==> src/rtl/sr_pkg.sv <==
package sr_pkg;
  localparam int SR_W    = 16;
  localparam int BIT_T1  = 15;
  localparam int BIT_T0  = 14;
  localparam int BIT_S   = 13;
  localparam int MASK_HI = 10;
  localparam int MASK_LO = 8;
  localparam int IRQ_W   = MASK_HI - MASK_LO + 1;
  localparam int FLAG_W  = 5;
  localparam int BYTE_W  = 8;
  localparam int WORD_W  = 16;

  localparam logic [SR_W-1:0] SR_LIVE  = 16'hE71F;
  localparam logic [SR_W-1:0] SR_RESET = 16'h2700;

  typedef enum logic [1:0] {
    SZ_BYTE = 2'd0,
    SZ_WORD = 2'd1,
    SZ_LONG = 2'd2
  } opSize_e;

  typedef struct packed {
    logic loadSys;
    logic loadUser;
    logic loadFlags;
  } srStrobe_t;
endpackage

==> src/rtl/sr_datapath.sv <==
module sr_datapath
  import sr_pkg::*;
#(
  parameter int DATA_W = 32
) (
  input  logic              clk,
  input  logic              rstN,
  input  srStrobe_t         strobe,
  input  logic [SR_W-1:0]   wrData,
  input  logic [DATA_W-1:0] resultVal,
  input  logic [1:0]        opSize,
  input  logic              carryIn,
  input  logic              ovfIn,
  input  logic              isArith,
  input  logic              xIn,
  input  logic [FLAG_W-1:0] flagMask,
  output logic [SR_W-1:0]   srQ
);
  localparam int TOP = DATA_W - 1;

  logic              sizedNeg;
  logic              sizedZero;
  logic              xNew;
  logic [FLAG_W-1:0] flagCalc;
  logic [FLAG_W-1:0] flagNext;
  logic [SR_W-1:0]   srNext;

  always_comb begin
    case (opSize_e'(opSize))
      SZ_BYTE: begin
        sizedNeg  = resultVal[BYTE_W-1];
        sizedZero = ~|resultVal[BYTE_W-1:0];
      end
      SZ_WORD: begin
        sizedNeg  = resultVal[WORD_W-1];
        sizedZero = ~|resultVal[WORD_W-1:0];
      end
      default: begin
        sizedNeg  = resultVal[TOP];
        sizedZero = ~|resultVal;
      end
    endcase
  end

  always_comb begin
    xNew     = isArith ? carryIn : xIn;
    flagCalc = {xNew, sizedNeg, sizedZero, ovfIn, carryIn};
    flagNext = (flagCalc & flagMask) | (srQ[FLAG_W-1:0] & ~flagMask);
  end

  always_comb begin
    srNext = srQ;
    if (strobe.loadSys)
      srNext[SR_W-1:BYTE_W] = wrData[SR_W-1:BYTE_W];
    if (strobe.loadUser)
      srNext[BYTE_W-1:0] = wrData[BYTE_W-1:0];
    else if (strobe.loadFlags)
      srNext[FLAG_W-1:0] = flagNext;
    srNext = srNext & SR_LIVE;
  end

  always_ff @(posedge clk) begin
    if (!rstN) srQ <= SR_RESET;
    else       srQ <= srNext;
  end

  AST_RSV_ZERO: assert property (@(posedge clk) disable iff (!rstN)
    (srQ & ~SR_LIVE) == '0);

  AST_USER_SYS_HOLD: assert property (@(posedge clk) disable iff (!rstN)
    !srQ[BIT_S] |=> $stable(srQ[SR_W-1:BYTE_W]));

  AST_FLAGS_HOLD: assert property (@(posedge clk) disable iff (!rstN)
    (!strobe.loadFlags && !strobe.loadUser) |=> $stable(srQ[FLAG_W-1:0]));

  AST_NZ_EXCL: assert property (@(posedge clk) disable iff (!rstN)
    (strobe.loadFlags && flagMask[3] && flagMask[2]) |=> !(srQ[3] && srQ[2]));
endmodule

==> src/rtl/sr_control.sv <==
module sr_control
  import sr_pkg::*;
(
  input  logic             clk,
  input  logic             rstN,
  input  logic             aluValid,
  input  logic             wrFull,
  input  logic             wrLow,
  input  logic [SR_W-1:0]  srQ,
  input  logic             instrDone,
  input  logic             flowChange,
  input  logic [IRQ_W-1:0] irqLevel,
  output srStrobe_t        strobe,
  output logic             traceReq,
  output logic             irqAccept,
  output logic             spSel
);
  localparam logic [IRQ_W-1:0] NMI_LVL = IRQ_W'((1 << IRQ_W) - 1);

  logic             anyWrite;
  logic [IRQ_W-1:0] maskField;

  always_comb begin
    anyWrite         = wrFull | wrLow;
    strobe.loadUser  = anyWrite;
    strobe.loadSys   = wrFull & srQ[BIT_S];
    strobe.loadFlags = aluValid & ~anyWrite;
  end

  always_comb begin
    maskField = srQ[MASK_HI:MASK_LO];
    irqAccept = (irqLevel == NMI_LVL) || (irqLevel > maskField);
    traceReq  = instrDone & (srQ[BIT_T1] | (srQ[BIT_T0] & flowChange));
    spSel     = srQ[BIT_S];
  end

  AST_NMI_ACCEPT: assert property (@(posedge clk) disable iff (!rstN)
    (irqLevel == NMI_LVL) |-> irqAccept);

  AST_TRACE_IDLE: assert property (@(posedge clk) disable iff (!rstN)
    !instrDone |-> !traceReq);
endmodule

==> src/rtl/sr_flag_unit.sv <==
module sr_flag_unit
  import sr_pkg::*;
#(
  parameter int DATA_W = 32
) (
  input  logic              clk,
  input  logic              rstN,
  input  logic              aluValid,
  input  logic [DATA_W-1:0] resultVal,
  input  logic [1:0]        opSize,
  input  logic              carryIn,
  input  logic              ovfIn,
  input  logic              isArith,
  input  logic              xIn,
  input  logic [4:0]        flagMask,
  input  logic              wrFull,
  input  logic              wrLow,
  input  logic [15:0]       wrData,
  input  logic              instrDone,
  input  logic              flowChange,
  input  logic [2:0]        irqLevel,
  output logic [15:0]       srWord,
  output logic              supMode,
  output logic              spSel,
  output logic              traceReq,
  output logic              irqAccept
);
  srStrobe_t       strobe;
  logic [SR_W-1:0] srQ;

  sr_control u_ctrl (
    .clk(clk), .rstN(rstN), .aluValid(aluValid), .wrFull(wrFull),
    .wrLow(wrLow), .srQ(srQ), .instrDone(instrDone),
    .flowChange(flowChange), .irqLevel(irqLevel), .strobe(strobe),
    .traceReq(traceReq), .irqAccept(irqAccept), .spSel(spSel)
  );

  sr_datapath #(.DATA_W(DATA_W)) u_dp (
    .clk(clk), .rstN(rstN), .strobe(strobe), .wrData(wrData),
    .resultVal(resultVal), .opSize(opSize), .carryIn(carryIn),
    .ovfIn(ovfIn), .isArith(isArith), .xIn(xIn), .flagMask(flagMask),
    .srQ(srQ)
  );

  assign srWord  = srQ;
  assign supMode = srQ[BIT_S];
endmodule

==> config.mk <==
export PLATFORM = sky130hd
export DESIGN_NAME = sr_flag_unit
export DESIGN_NICKNAME = d
export VERILOG_FILES = /design/src/rtl/sr_pkg.sv /design/src/rtl/sr_datapath.sv /design/src/rtl/sr_control.sv /design/src/rtl/sr_flag_unit.sv
export SDC_FILE = /design/constraint.sdc
export NUM_CORES = 1
export LEC_CHECK = 0
export BUFFER_PORTS_ARGS = -buffer_cell sky130_fd_sc_hd__buf_2
export CAP_MARGIN = 10
export CORE_AREA = 2 2 58 60
export CTS_CLUSTER_DIAMETER = 150
export DETAILED_ROUTE_END_ITERATION = 8
export DIE_AREA = 0 0 60 62
export PLACE_DENSITY = 0.65
export SLEW_MARGIN = 20
export SYNTH_ARGS = -nofsm -noshare
export SYNTH_HDL_FRONTEND = slang
export SYNTH_SLANG_ARGS = --single-unit
==> constraint.sdc <==
create_clock -name clk -period 2.42 [get_ports clk]
set_clock_uncertainty 0.2 [all_clocks]
set_input_delay 0.242 -clock clk [delete_from_list [all_inputs] [get_ports clk]]
set_output_delay 0.242 -clock clk [all_outputs]
set_load 0.02 [all_outputs]
==> metrics.txt <==
worst path cell trace=inv_1 -> ha_1 -> nor2b_1 -> o21a_1 -> o21ai_0 -> nand2_1 -> buf_2; crit end category=primary output; Initial DRT Pass Iterations=4; Final Cycle Share=83.43%; Total GRT Usage=12.25%; TritonCTS clock tree=built; Area Overhead vs Synth=57.63%; largest net degree at the start of global routing=12; grt total ovfl=0; Top-Level Pins=89; total power=494.8 µW; # DRC=0; type of the most critical hold path=in -> reg; via count=952; Placed Cells=213; Pwr Density=425.2 nW/µm²; sequential share of the synthesized area=29.83%; Post-Synthesis Cells=95; RSZ-0062 raised after global routing=false; Die X=60 µm; Slew Limit Fails=0; antenna-violating nets left=0; CTS Buf Count=3; Final Util=36.60%; peak fanout along the critical path=3; Ant. Diodes=0; Slowest Stage Delay on Critical Path=340 ps; setup_tns=0 ps; Final HPWL DP=1.918 mm; Worst-path clk slew=70 ps; post-DR vias/cell=4.387; std cell rows=21; Final min period=2019 ps; Initial Util=23.22%; crit path launch type=flop; Ys Warns=0; H-tree depth=1; IO Port Bufs=78; first-pass GRT wire length=3.332 mm; met2 usage=22.67%; GRT Max-Usage Layer=met2; commonest non-fill, non-tap cell in the layout=buf_2; number of global-route vias before repair=835; Peak VDD IR=0.1244 mV; final cell count without fillers=217; Final Net Count=244; P_leak=0.6274 nW; initial antenna violation count=0; post-synth top area cell=dfxtp_1; Root Buffer=clkbuf_4; met3 Usage GRT=3.520%; routability-driven placement congestion ratio=0.7110; grt met1 use=12.78%; Yosys reg bits=11; kind of critical path=reg -> out; Clk Latency, worst-skew pair=260 ps; Sink Count=11; Synth area leaders=dfxtp_1 30%, nand3_1 9.5%, nand2_1 8.1%; Setup-failing EPs final=0; core area=3179 µm²; Req. time, crit path=1980 ps; critical path arrival=1580 ps; Final Hold Viols=0; Die H=62 µm; most frequent cells in the layout=78 x buf_2, 16 x nand2_1, 14 x nand3_1, 11 x dfxtp_1; Post-CTS Hold Buffers=0; status=completed; Synth Cell Area=738.2 µm²; EDFF count, synth=0; Post-synth ARST share=0%; post-cts sizing count=0; ys flop type=dfxtp_1; max cap viols=0; DIE AREA=3720 µm²; total length of routed wires=2.188 mm; initial DRC count=41; Worst path slowest cell=dfxtp_1; highest clock rate=0.4953 GHz; synth unique cells=23; Max clock buf depth=2; area share of the largest cell type after synthesis=29.83%; postcts setup bufs=0; drt wl/cell=10.08 µm; fraction of layout cells with a size suffix above 1=49.71%; syn avg cell area=7.771 µm²
==> area by class of cell <==
| class | instances | area, µm² |
|---|---|---|
| inverters | 4 | 15.01 |
| fillers | 359 | 2016 |
| well taps | 46 | 57.56 |
| repair buffers | 78 | 390.4 |
| flip-flops and latches | 11 | 220.2 |
| multi-input cells | 74 | 454.2 |
| clock buffers | 4 | 26.28 |
==> routing by layer <==
metal / vias up / part of all wire [%]
met4: 0 / 0.91
met5: - / 0
li1: 485 / -
met1: 401 / 38
met2: 64 / 49
met3: 2 / 12
==> worst max-delay path: cells and delay by family (launching register included) <==
kind	cells	cell delay, ps
adders and majority gates	1	270
and+or+nand+nor	2	190
buffers and inverters	2	200
DFF	1	340
AOI/OAI and AO/OA	2	300
==> cell usage after synthesis, types with 2 or more instances <==
cell type	instances
buf_4	7
nor2b_1	3
a21boi_0	2
ha_1	3
nand3_1	14
nand2_1	16
o211a_1	2
nor4_1	5
a21oi_1	4
o21ai_0	5
nor4_2	2
dfxtp_1	11
clkbuf_1	3
inv_1	4
nand4_1	2
mux2i_1	4
a31oi_1	2
==> path summary, 6_finish.rpt <==
path / from / to / slack, ps / cells after the start
hold / removal: wrData[13] / u_dp.srQ[13]$_SDFFE_PN1P_ / 6 / 3
setup reg to reg: u_dp.srQ[13]$_SDFFE_PN1P_ / u_dp.srQ[9]$_SDFFE_PN1P_ / 1210 / 3
hold reg to reg: u_dp.srQ[15]$_SDFFE_PN0P_ / u_dp.srQ[15]$_SDFFE_PN0P_ / 280 / 2
setup / recovery: u_dp.srQ[9]$_SDFFE_PN1P_ / irqAccept / 400 / 7
==> through the flow <==
step                      area (µm²)  setup WS, ps  hold slack (ps)
after floorplan                753.2         648.9            180.3
after global placement          1137         695.8            269.0
after detailed placement        1137         686.4            271.2
after CTS                       1164         389.9            1.068
after global routing            1164         332.1            3.814
final                           1164         400.9            5.587
==> logic make-up after synthesis <==
group	after synthesis	share of synthesized area (%)
AND/OR/NAND/NOR	45	33.73
AO/OA/AOI/OAI	17	14.75
buffers and inverters	14	10.68
flip-flops	11	29.83
multiplexers	4	5.424
adder cells (fa/ha/maj)	3	5.085
other	1	0.5080
==> power by group <==
part           internal [mW]  switching (mW)  leakage (nW)
clock                 0.0637          0.0640        0.0150
sequential             0.194         0.00967        0.0914
combinational         0.0752          0.0879         0.521
No activity file was read; power rests on OpenSTA's default activity.
